[config.mk]
export PLATFORM = sky130hd
export DESIGN_NAME = rstgen_top
export DESIGN_NICKNAME = d
export VERILOG_FILES = /design/src/rtl/rstgen_pkg.sv /design/src/rtl/rstgen_sync.sv /design/src/rtl/rstgen_fall_det.sv /design/src/rtl/rstgen_hold_ctr.sv /design/src/rtl/rstgen_top.sv
export SDC_FILE = /design/constraint.sdc
export NUM_CORES = 1
export LEC_CHECK = 0
export ABC_CLOCK_PERIOD_IN_PS = 2410
export BUFFER_PORTS_ARGS = -buffer_cell sky130_fd_sc_hd__clkbuf_2
export CAP_MARGIN = 20
export CORE_ASPECT_RATIO = 1.5
export CORE_MARGIN = 2
export CORE_UTILIZATION = 25
export CTS_CLUSTER_DIAMETER = 40
export DETAILED_ROUTE_END_ITERATION = 12
export GPL_ROUTABILITY_DRIVEN = 0
export HOLD_SLACK_MARGIN = 0.06
export PLACE_DENSITY = 0.52
export SYNTH_ARGS = -nofsm -noshare
export SYNTH_HDL_FRONTEND = slang
export SYNTH_HIERARCHICAL = 1
export SYNTH_SLANG_ARGS = --single-unit
[constraint.sdc]
create_clock -name clk -period 2.41 [get_ports clk]
set_input_delay 0.482 -clock clk [delete_from_list [all_inputs] [get_ports clk]]
set_output_delay 0.482 -clock clk [all_outputs]
set_load 0.02 [all_outputs]
[src/rtl/rstgen_pkg.sv]
// Shared types for the supervisory reset pulse generator.
package rstgen_pkg;

    // Controller states: supply bad, timed hold, output released.
    typedef enum logic [1:0] {
        ST_PFAIL = 2'd0,
        ST_HOLD  = 2'd1,
        ST_IDLE  = 2'd2
    } rst_state_e;

endpackage

[src/rtl/rstgen_sync.sv]
// Multi-flop synchroniser for one asynchronous input bit.
// Assumes: STAGES >= 2; flops reset to RESET_VAL on a synchronous active-low reset.
module rstgen_sync #(
    parameter int STAGES    = 2,
    parameter bit RESET_VAL = 1'b1
) (
    input  logic clk,
    input  logic rst_n,
    input  logic d,
    output logic q
);

    logic [STAGES-1:0] chain_q;

    // Shift the raw input through the flop chain.
    always_ff @(posedge clk) begin
        if (!rst_n) begin
            chain_q <= {STAGES{RESET_VAL}};
        end else begin
            chain_q <= {chain_q[STAGES-2:0], d};
        end
    end

    assign q = chain_q[STAGES-1];

endmodule

[src/rtl/rstgen_fall_det.sv]
// High-to-low edge detector on a synchronised active-low request.
// Assumes: the input is already in the clk domain; the idle level is 1.
module rstgen_fall_det (
    input  logic clk,
    input  logic rst_n,
    input  logic lvl,
    output logic fall
);

    logic prev_q;

    // Remember last cycle's level.
    always_ff @(posedge clk) begin
        if (!rst_n) begin
            prev_q <= 1'b1;
        end else begin
            prev_q <= lvl;
        end
    end

    assign fall = prev_q & ~lvl;

endmodule

[src/rtl/rstgen_hold_ctr.sv]
// Down-counter of millisecond ticks for the reset hold interval.
// Assumes: HOLD_MS >= 1; load has priority over counting;
// expired pulses on the tick that ends the interval.
module rstgen_hold_ctr #(
    parameter int HOLD_MS = 100,
    parameter int CW      = $clog2(HOLD_MS + 1)
) (
    input  logic          clk,
    input  logic          rst_n,
    input  logic          load,
    input  logic          run,
    input  logic          tick,
    output logic          expired,
    output logic [CW-1:0] cnt
);

    localparam logic [CW-1:0] LOAD_VAL = CW'(HOLD_MS);
    localparam logic [CW-1:0] ONE      = CW'(1);

    logic [CW-1:0] cnt_q;

    // Reload on request, else count ticks down while running.
    always_ff @(posedge clk) begin
        if (!rst_n) begin
            cnt_q <= LOAD_VAL;
        end else if (load) begin
            cnt_q <= LOAD_VAL;
        end else if (run && tick && cnt_q != '0) begin
            cnt_q <= cnt_q - ONE;
        end
    end

    assign expired = run && tick && (cnt_q == ONE);
    assign cnt     = cnt_q;

endmodule

[src/rtl/rstgen_top.sv]
// Supervisory reset pulse generator.
// Drives a pull-low enable for an open-drain reset. Power-fail forces and
// holds reset; recovery or a request on either input gives a timed pulse.
// Assumes: pwr_fail is synchronous to clk; request inputs are asynchronous
// and active low; ms_tick is a one-cycle enable; rst_n is synchronous.
module rstgen_top #(
    parameter int HOLD_MS     = 100,
    parameter int SYNC_STAGES = 2
) (
    input  logic clk,
    input  logic rst_n,
    input  logic pwr_fail,
    input  logic req_a_n,
    input  logic req_b_n,
    input  logic ms_tick,
    output logic rst_drive_low
);

    import rstgen_pkg::*;

    localparam int NUM_REQ = 2;
    localparam int CW      = $clog2(HOLD_MS + 1);

    logic [NUM_REQ-1:0] req_raw_n;
    logic [NUM_REQ-1:0] req_sync_n;
    logic [NUM_REQ-1:0] req_fall;
    logic               fall_any;
    rst_state_e         state_q;
    rst_state_e         state_d;
    logic               ctr_load;
    logic               ctr_run;
    logic               ctr_expired;
    logic [CW-1:0]      ctr_val;
    logic               drive_q;

    assign req_raw_n = {req_b_n, req_a_n};

    // One synchroniser and edge detector per request channel.
    for (genvar i = 0; i < NUM_REQ; i++) begin : g_req
        rstgen_sync #(
            .STAGES   (SYNC_STAGES),
            .RESET_VAL(1'b1)
        ) u_sync (
            .clk  (clk),
            .rst_n(rst_n),
            .d    (req_raw_n[i]),
            .q    (req_sync_n[i])
        );

        rstgen_fall_det u_fall (
            .clk  (clk),
            .rst_n(rst_n),
            .lvl  (req_sync_n[i]),
            .fall (req_fall[i])
        );
    end

    assign fall_any = |req_fall;

    // Next-state choice: power failure wins, requests count only when released.
    always_comb begin
        state_d = state_q;
        if (pwr_fail) begin
            state_d = ST_PFAIL;
        end else begin
            unique case (state_q)
                ST_PFAIL: state_d = ST_HOLD;
                ST_HOLD:  if (ctr_expired) state_d = ST_IDLE;
                ST_IDLE:  if (fall_any) state_d = ST_HOLD;
                default:  state_d = ST_HOLD;
            endcase
        end
    end

    assign ctr_load = pwr_fail || (state_q == ST_PFAIL) ||
                      ((state_q == ST_IDLE) && fall_any);
    assign ctr_run  = (state_q == ST_HOLD) && !pwr_fail;

    rstgen_hold_ctr #(
        .HOLD_MS(HOLD_MS),
        .CW     (CW)
    ) u_ctr (
        .clk    (clk),
        .rst_n  (rst_n),
        .load   (ctr_load),
        .run    (ctr_run),
        .tick   (ms_tick),
        .expired(ctr_expired),
        .cnt    (ctr_val)
    );

    // State register; reset behaves as a fresh power-up.
    always_ff @(posedge clk) begin
        if (!rst_n) begin
            state_q <= ST_HOLD;
        end else begin
            state_q <= state_d;
        end
    end

    // Registered pull-low enable, free of decode glitches.
    always_ff @(posedge clk) begin
        if (!rst_n) begin
            drive_q <= 1'b1;
        end else begin
            drive_q <= (state_d != ST_IDLE);
        end
    end

    assign rst_drive_low = drive_q;

endmodule

==> flow_metrics.env <==
export IMPL_outcome="finished clean"
export IMPL_cp_start_kind="flop"
export IMPL_tritoncts="done"
export IMPL_rsz0062_at_grt="no"
export IMPL_num_antenna_cells=0
export IMPL_grt_antenna_before_repair=0
export IMPL_post_cts_setup_buffer_count=0
export IMPL_path_clk_slew_ps=70
export IMPL_yosysTopAreaCell="dfxtp_1"
export IMPL_max_cap_violations=0
export IMPL_drc_errors=0
export IMPL_final_core_util=0.309
export IMPL_synth_cells=88
export IMPL_hold_violations=0
export IMPL_rr_worst_depth=9
export IMPL_dr_pass1_iters=4
export IMPL_synth_warnings=6
export IMPL_path_max_fanout=4
export IMPL_num_rows=25
export IMPL_h_tree_depth=1
export IMPL_finalMaxSlewViolations=0
export IMPL_synth_ff_type="dfxtp_1"
export IMPL_layout_nets=114
export IMPL_synth_distinct_cells=29
export IMPL_synth_area_um2=843
export IMPL_wirelength_um=1590
export IMPL_yosysTopAreaCellShare=0.380
export IMPL_critPathRequiredTime_ps=2550
export IMPL_syn_num_nets=102
export IMPL_wl_per_cell_um=11.4
export IMPL_vias_per_cell=4.77
export IMPL_finClkSkew_ps=4.85
export IMPL_fmax_ghz=0.476
export IMPL_syn_avg_cell_area_um2=9.58
export IMPL_fin_hold_ws_ps=409
export IMPL_final_common_cell="dfxtp_1"
export IMPL_core_um2=3190
export IMPL_cts_root_buf="clkbuf_8"
export IMPL_port_buffers=6
export IMPL_ant_nets=0
export IMPL_ys_ff_latch=16
export IMPL_hold_buffers=0
export IMPL_vias=663
export IMPL_fin_setup_tns_ps=0
export IMPL_ir_drop_mv=0.318
export IMPL_synth_seq_area_share=0.380
export IMPL_cts_resized=0
export IMPL_drive_gt1_frac=0.202
export IMPL_slew_headroom=0.719
export IMPL_powerDensity_nw_per_um2=569
export IMPL_critical_path_startpoint="state_q[1]"
export IMPL_worst_pin_slew_ps=418
export IMPL_numCtsBuffers=3
export IMPL_critPathCaptureType="flop"
export IMPL_ys_top_cells_by_area="dfxtp_1, ha_1, nand2b_1, mux2i_1, a2111oi_4"
export IMPL_critPathArrivalTime_ps=2240
export IMPL_final_cell_mix="dfxtp_1, nand2b_1, ha_1, nand2_1"
export IMPL_crit_end="rst_drive_low"
export IMPL_worstSkewPairLatency_ps=250
export IMPL_cts_buffer_depth=2
export IMPL_critical_path_class="reg -> reg"
export IMPL_leakagePower_uw=0.000370
export IMPL_die_width_um=51.4
export IMPL_grt_overflow=0
export IMPL_grt_pass1_vias=632
export IMPL_setup_viol_count_final=0
export IMPL_min_path_type="reg -> reg"
export IMPL_initial_core_util=0.264
export IMPL_clkSinkCount=16
export IMPL_reg2reg_to="rst_drive_low"
export IMPL_fillCellCount=346
export IMPL_rrSetupSlack_ps=310
export IMPL_synth_edf_count=0
export IMPL_synthArstFlopShare=0
export IMPL_dp_hpwl_um=1220
export IMPL_r2r_start="state_q[1]"
export IMPL_die_area_um2=3860
export IMPL_grt_util_all_layers=0.0948
export IMPL_grt_max_degree=11
export IMPL_period_needed_ps=2100
export IMPL_drt_initial_drc_count=13
export IMPL_period_share=0.871
export IMPL_syn2layout_area_growth_pct=16.9
export IMPL_die_height_um=75.1
export IMPL_grt_first_pass_wirelength_um=2670
export IMPL_ios=7
## cell families after synthesis
logic type	Yosys count	share of synthesized area
buffers and inverters	6	0.0267
AOI/OAI and AO/OA	15	0.151
muxes	3	0.0356
adders and majority gates	8	0.119
and+or+nand+nor	40	0.288
DFF	16	0.380
## cell type report
class / instances / area, um2 / share of cell area
clock buffers: 4 / 55.1 / 0.0558
inverters: 6 / 22.5 / 0.0228
multi-input cells: 66 / 500 / 0.508
flip-flops and latches: 16 / 320 / 0.325
well taps: 40 / 50.0 / 0.0508
repair buffers: 7 / 37.5 / 0.0381
## layer usage
layer  GRT usage  vias up  wire length [um]
met2       0.174       19               823
met1      0.0993      312               679
met4      0.0526        0                14
li1            -      330                 -
met3      0.0198        2                68
met5           0        -                 0
## worst max-delay path: stages (launching register included)
cell and delay [ps]:
dfxtp_1 350, inv_1 110, ha_1 180, inv_1 80
nor2_1 230, nand2_1 130, nor4_1 340, a21oi_1 180
a2111oi_4 320, nand2_2 70
## how the worst min path moves through the flow
stage | startpoint | endpoint | slack, ps | depth (start not counted)
after floorplan | g_req[0].u_sync/chain_q[0] | g_req[0].u_sync/chain_q[1] | 390 | 1
after global placement | g_req[1].u_sync/chain_q[0] | g_req[1].u_sync/chain_q[1] | 390 | 1
after detailed placement | g_req[1].u_sync/chain_q[0] | g_req[1].u_sync/chain_q[1] | 400 | 1
after CTS | req_a_n | g_req[0].u_sync/chain_q[0] | 400 | 2
after global routing | req_b_n | g_req[1].u_sync/chain_q[0] | 420 | 2
final | g_req[1].u_sync/chain_q[0] | g_req[1].u_sync/chain_q[1] | 410 | 1
## registers in the layout (all words and copies together) (netlist names)
register and cells:
g_req.u_fall/prev_q 2, g_req.u_sync/chain_q 4, state_q 2, rst_drive_low 1
u_ctr/cnt 7
## synth_stat cells (2+ instances only)
cell	count
nor2b_1	4
mux2i_1	3
nor4_1	2
o21ai_0	3
nand2b_1	10
dfxtp_1	16
nor2_1	3
a21oi_1	3
nand2_1	7
inv_1	6
nor3_1	2
ha_1	8
nand3_1	3
a211oi_1	3
## power breakdown
part / leakage [uW] / switching (uW) / internal (uW) / total [uW]
clock network: 0.0000288 / 90.5 / 145 / 235
logic: 0.000211 / 28.6 / 20.9 / 49.5
registers: 0.000131 / 4.85 / 272 / 276
total: 0.000370 / 124 / 437 / 561
## metrics by stage
stage | instance area, um2 | total power, uW | setup WS (ps) | std cells
after floorplan | 843 | 315 | 672 | 88
after global placement | 931 | 331 | 518 | 135
after detailed placement | 931 | 331 | 370 | 135
after CTS | 986 | 575 | 351 | 139
after global routing | 986 | 594 | 142 | 139
final | 986 | 561 | 310 | 139
Note: power is estimated with default switching activity, not from simulation.
